## config.mk

```make
export PLATFORM = sky130hd
export DESIGN_NAME = rel_branch_unit
export DESIGN_NICKNAME = d
export VERILOG_FILES = /design/src/rtl/rbu_pkg.sv /design/src/rtl/rbu_decode.sv /design/src/rtl/rbu_cond.sv /design/src/rtl/rel_branch_unit.sv
export SDC_FILE = /design/constraint.sdc
export NUM_CORES = 1
export LEC_CHECK = 0
export ABC_AREA = 1
export BUFFER_PORTS_ARGS = -buffer_cell sky130_fd_sc_hd__buf_2
export CORE_ASPECT_RATIO = 2
export CORE_MARGIN = 5
export CORE_UTILIZATION = 46
export DETAILED_ROUTE_END_ITERATION = 16
export PLACE_DENSITY = 0.85
export SYNTH_ARGS = -nofsm -noshare
export SYNTH_HDL_FRONTEND = slang
export SYNTH_SLANG_ARGS = --single-unit
```

## constraint.sdc

```tcl
create_clock -name clk -period 3.1 [get_ports clk]
set_clock_uncertainty 0.15 [all_clocks]
set_input_delay 0.93 -clock clk [delete_from_list [all_inputs] [get_ports clk]]
set_output_delay 0.93 -clock clk [all_outputs]
set_load 0.01 [all_outputs]
```

## src/rtl/rbu_pkg.sv

```systemverilog
package rbu_pkg;

    typedef enum logic [2:0] {
        K_SEQ,
        K_RJMP,
        K_RCALL,
        K_BNE,
        K_BEQ,
        K_BCC,
        K_BCS,
        K_AJMP
    } kind_e;

    localparam logic [4:0]  OP_RJMP  = 5'b11000;
    localparam logic [4:0]  OP_RCALL = 5'b11001;
    localparam logic [4:0]  OP_BNE   = 5'b11010;
    localparam logic [4:0]  OP_BEQ   = 5'b11011;
    localparam logic [4:0]  OP_BCC   = 5'b11100;
    localparam logic [4:0]  OP_BCS   = 5'b11101;
    localparam logic [11:0] AJMP_HI  = 12'hFF0;

endpackage

```

## src/rtl/rbu_decode.sv

```systemverilog
module rbu_decode
    import rbu_pkg::*;
#(
    parameter int INSTR_W = 16,
    parameter int OFF_W   = 11
) (
    input  logic [INSTR_W-1:0] instr_i,
    output kind_e              kind_o,
    output logic [OFF_W-1:0]   off_o,
    output logic [3:0]         ridx_o
);

    localparam int OPC_LSB = INSTR_W - 5;

    logic [4:0] opc;

    assign opc    = instr_i[INSTR_W-1:OPC_LSB];
    assign off_o  = instr_i[OFF_W-1:0];
    assign ridx_o = instr_i[3:0];

    always_comb begin
        case (opc)
            OP_RJMP:  kind_o = K_RJMP;
            OP_RCALL: kind_o = K_RCALL;
            OP_BNE:   kind_o = K_BNE;
            OP_BEQ:   kind_o = K_BEQ;
            OP_BCC:   kind_o = K_BCC;
            OP_BCS:   kind_o = K_BCS;
            default:  kind_o = (instr_i[INSTR_W-1:4] == AJMP_HI) ? K_AJMP : K_SEQ;
        endcase
    end

endmodule

```

## src/rtl/rbu_cond.sv

```systemverilog
module rbu_cond
    import rbu_pkg::*;
(
    input  kind_e kind_i,
    input  logic  z_i,
    input  logic  c_i,
    output logic  take_o,
    output logic  abs_o,
    output logic  link_o
);

    always_comb begin
        take_o = 1'b0;
        abs_o  = 1'b0;
        link_o = 1'b0;
        case (kind_i)
            K_RJMP:  take_o = 1'b1;
            K_RCALL: begin
                take_o = 1'b1;
                link_o = 1'b1;
            end
            K_BNE:   take_o = ~z_i;
            K_BEQ:   take_o = z_i;
            K_BCC:   take_o = ~c_i;
            K_BCS:   take_o = c_i;
            K_AJMP:  begin
                take_o = 1'b1;
                abs_o  = 1'b1;
            end
            default: take_o = 1'b0;
        endcase
    end

endmodule

```

## src/rtl/rel_branch_unit.sv

```systemverilog
module rel_branch_unit
    import rbu_pkg::*;
#(
    parameter int          INSTR_W  = 16,
    parameter int          OFF_W    = 11,
    parameter int          PC_W     = 16,
    parameter int          LINK_REG = 15,
    parameter logic [15:0] RESET_PC = 16'h0000
) (
    input  logic               clk,
    input  logic               rst_n,
    input  logic               stall_i,
    input  logic [INSTR_W-1:0] instr_i,
    input  logic               flag_z_i,
    input  logic               flag_c_i,
    input  logic [PC_W-1:0]    jreg_i,
    output logic [3:0]         jreg_idx_o,
    output logic [PC_W-1:0]    pc_o,
    output logic [PC_W-1:0]    npc_o,
    output logic               link_we_o,
    output logic [3:0]         link_reg_o,
    output logic [PC_W-1:0]    link_pc_o,
    output logic               flush_o
);

    localparam int            EXT_W = PC_W - OFF_W;
    localparam logic [PC_W-1:0] ONE = PC_W'(1);

    typedef struct packed {
        logic [PC_W-1:0] pc;
        logic            link_we;
        logic [PC_W-1:0] link_pc;
        logic            flush;
    } step_t;

    kind_e            kind;
    logic [OFF_W-1:0] off;
    logic             take, is_abs, is_link;
    logic [PC_W-1:0]  off_ext;
    logic [PC_W-1:0]  pc_q;
    step_t            st_d;

    rbu_decode #(.INSTR_W(INSTR_W), .OFF_W(OFF_W)) u_dec (
        .instr_i (instr_i),
        .kind_o  (kind),
        .off_o   (off),
        .ridx_o  (jreg_idx_o)
    );

    rbu_cond u_cond (
        .kind_i (kind),
        .z_i    (flag_z_i),
        .c_i    (flag_c_i),
        .take_o (take),
        .abs_o  (is_abs),
        .link_o (is_link)
    );

    generate
        if (EXT_W > 0) begin : g_sext
            assign off_ext = {{EXT_W{off[OFF_W-1]}}, off};
        end else begin : g_trunc
            assign off_ext = off[PC_W-1:0];
        end
    endgenerate

    always_comb begin
        st_d.pc      = pc_q + ONE;
        st_d.link_we = 1'b0;
        st_d.link_pc = pc_q + ONE;
        st_d.flush   = 1'b0;
        if (stall_i) begin
            st_d.pc = pc_q;
        end else if (take) begin
            st_d.pc      = is_abs ? jreg_i : (pc_q + off_ext);
            st_d.flush   = 1'b1;
            st_d.link_we = is_link;
        end
    end

    always_ff @(posedge clk or negedge rst_n) begin
        if (!rst_n) pc_q <= RESET_PC[PC_W-1:0];
        else        pc_q <= st_d.pc;
    end

    assign pc_o       = pc_q;
    assign npc_o      = st_d.pc;
    assign link_we_o  = st_d.link_we;
    assign link_pc_o  = st_d.link_pc;
    assign flush_o    = st_d.flush;
    assign link_reg_o = 4'(LINK_REG);

    // Assertions

    assert_stall_hold_R9: assert property (@(posedge clk) disable iff (!rst_n)
        stall_i |=> pc_o == $past(pc_o));

    assert_stall_quiet_R9: assert property (@(posedge clk) disable iff (!rst_n)
        stall_i |-> (!flush_o && !link_we_o));

    assert_seq_step_R2: assert property (@(posedge clk) disable iff (!rst_n)
        (!stall_i && !flush_o) |=> pc_o == $past(pc_o) + ONE);

    assert_redirect_lands_R8: assert property (@(posedge clk) disable iff (!rst_n)
        flush_o |=> pc_o == $past(npc_o));

    assert_link_with_flush_R4: assert property (@(posedge clk) disable iff (!rst_n)
        link_we_o |-> (flush_o && link_pc_o == pc_o + ONE
                       && instr_i[INSTR_W-1:INSTR_W-5] == OP_RCALL));

    assert_carry_set_branch_R6: assert property (@(posedge clk) disable iff (!rst_n)
        (!stall_i && instr_i[INSTR_W-1:INSTR_W-5] == OP_BCS) |-> flush_o == flag_c_i);

    assert_zero_set_branch_R5: assert property (@(posedge clk) disable iff (!rst_n)
        (!stall_i && instr_i[INSTR_W-1:INSTR_W-5] == OP_BEQ) |-> flush_o == flag_z_i);

    assert_reset_pc_R1: assert property (@(posedge clk)
        !rst_n |-> pc_o == RESET_PC[PC_W-1:0]);

endmodule

```

==> out/metrics.csv <==
metric,value,unit
die height,116,um
number of vias per cell,5.67,
number of global-route vias before repair,4020,
most frequent cells in the layout,"nand2_1, buf_4, buf_2",
synthesis-to-layout area growth,74.1,%
diode count,0,
DRC,0,
Leakage,2.47,nW
crit path time final,3.63,ns
fin nets,681,
critical-path cell list,"buf_8, ha_4, inv_2, fa_2, inv_2, nand3_2, nand3_4, nand3_2, nand3_2, nand2_1, nand2_1, nor2_1, nor2_2, nor2_1, nor2_2, buf_2",
DR pass1 iterations,5,
All-Layer GR Usage,0.313,
fmax,275,MHz
failing checks,negative setup slack,
crit path max fanout,3,
Final Hold Viols,0,
RSZ-0062 raised after global routing,yes,
startpoint class of the critical path,primary input,
clk sinks,16,
largest stage delay on the critical path,0.36,ns
number of core rows,38,
sequential share of the synthesized area,0.154,
initial antenna violation count,0,
Worst Path Buf+Inv,4,
syn avg cell area,5.57,um^2
largest net degree at the start of global routing,22,
Avg WL per Cell,18.4,um
#FFs+latches synth,16,
global-route wire length before repair,18300,um
Final WS setup,-0.531,ns
Syn Std Cell Area,2590,um^2
die span in x,63.1,um
"Warnings, synthesis",0,
crit path max-delay cell type,fa_2,
clk root buf,clkbuf_8,
routed wire length,12600,um
pwr dens,648,nW/um^2
routed via count,3886,
H-tree levels,1,
die area,7330,um^2
most numerous cell on the critical path,nand3_2,
Max VDD drop,591,uV
"Clk pin slew, worst setup/hold paths",0.07,ns
CTS max path bufs,2,
"Distinct cells, synth",35,
CORE AREA,5470,um^2
pre-CTS setup slack,-0.589,ns
Slew Limit Fails,0,
CTS tree,yes,
cell family with most CP delay,simple AND/OR/NAND/NOR gates,
DPL Wire Length,8390,um
cts hold-fix bufs,0,
RD Place Congestion,1.02,
post-route antenna net violation count,0,
"most common cell after layout, fill and taps aside",nand2_1,
Max Cap Violations,0,
share of cells above drive strength 1,0.504,
# setup viols final,17,
total grt overflow,0,
port buffer count,90,
Worst setup EP type,output port,
DRT iter0 DRCs,386,
worst skew pair latency,0.27,ns
Min Hold Slack,0.446,ns
Post-Syn Instances,466,
Num CTS Buffers,3,
Top Ports,95,
crit share post-route,1.17,
Fillers,301,
Initial Util,0.475,
critical path class,primary input to output port,
max reg flops,16,
Worst EP required,2.02,ns
crit path DAT,2.55,ns
HP Class,primary input to async pin,
run status,"finished, violations left",
-- Yosys cell counts, drive strengths merged --
cell	count	area share
nand3b	3	0.0087
or2	9	0.022
o21ai	11	0.023
clkinv	1	0.0014
xnor2	4	0.013
o21bai	1	0.0043
a21oi	10	0.019
and2	1	0.0024
nor4	1	0.0024
nor2	51	0.081
clkbuf	3	0.0043
nor3	3	0.0058
nand2	177	0.26
conb	1	0.0014
fa	1	0.0077
ha	16	0.077
o211ai	2	0.0096
o22ai	1	0.0048
dfrtp	16	0.15
nand3	45	0.092
buf	12	0.035
nand4	9	0.022
xor2	10	0.034
inv	78	0.11
-- layer usage --
layer / global-route usage / vias up / share of wire
met5: 0 / - / 0
met4: 0.239 / 0 / 0.076
met3: 0.0481 / 91 / 0.074
met2: 0.600 / 268 / 0.53
met1: 0.287 / 1784 / 0.32
li1: - / 1743 / -
-- kinds of logic (layout without fill, tap and decap cells) --
| group | Yosys count | count (layout) | share of synthesized area |
|---|---|---|---|
| AND/OR/NAND/NOR | 299 | 299 | 0.498 |
| buffers and inverters | 94 | 250 | 0.154 |
| AO/OA/AOI/OAI | 25 | 25 | 0.0608 |
| adder cells (fa/ha/maj) | 17 | 17 | 0.0849 |
| flip-flops | 16 | 16 | 0.154 |
| XOR/XNOR | 14 | 14 | 0.0472 |
| other | 1 | 4 | 0.00145 |
-- power by group --
part           internal (mW)  switching (mW)
Clock                 0.0870          0.0879
Combinational           1.05            1.34
Sequential             0.272          0.0955
-- metrics by stage --
| stage | std cells | total power, mW | util | TNS [ns] | instance area [um^2] |
|---|---|---|---|---|---|
| 2_1_floorplan | 469 | 1.42 | - | -0.806 | 2810 |
| 3_3_place_gp | 658 | 2.09 | 0.673 | -7.04 | 3680 |
| 3_5_place_dp | 658 | 2.14 | 0.673 | -7.71 | 3680 |
| 4_1_cts | 677 | 2.62 | 0.780 | -5.95 | 4260 |
| 5_1_grt | 685 | 3.09 | 0.826 | -8.64 | 4520 |
| 6_report | 685 | 2.93 | 0.826 | -7.25 | 4520 |
-- worst paths after layout --
check                            from         to  slack, ns  cells past startpoint
setup / recovery           instr_i[0]  npc_o[12]      -0.53                     16
hold reg to reg              pc_o[14]   pc_o[14]       0.57                      3
hold / removal                  rst_n    pc_o[3]       0.45                      1
max in group asynchronous       rst_n   pc_o[15]       2.03                      1
setup reg to reg              pc_o[1]   pc_o[12]       0.73                     14
min in group clk             pc_o[14]   pc_o[14]       0.57                      3
-- area by class of cell --
type,count,area [um^2],share of cell area
repair buffers,168,1260,0.280
inverters,79,314,0.0695
flip-flops and latches,16,400,0.0886
clock buffers,3,41.3,0.00914
well taps,60,75.1,0.0166
multi-input cells,359,2420,0.536
-- repair_timing --
action	in CTS	in global routing
setup buffers	15	8
pin swaps	49	19
endpoints found under the hold margin	0	0
endpoints found under the setup margin	17	18
resized for setup	107	48
gates cloned	1	0
Note: power is estimated with default switching activity, not from simulation.
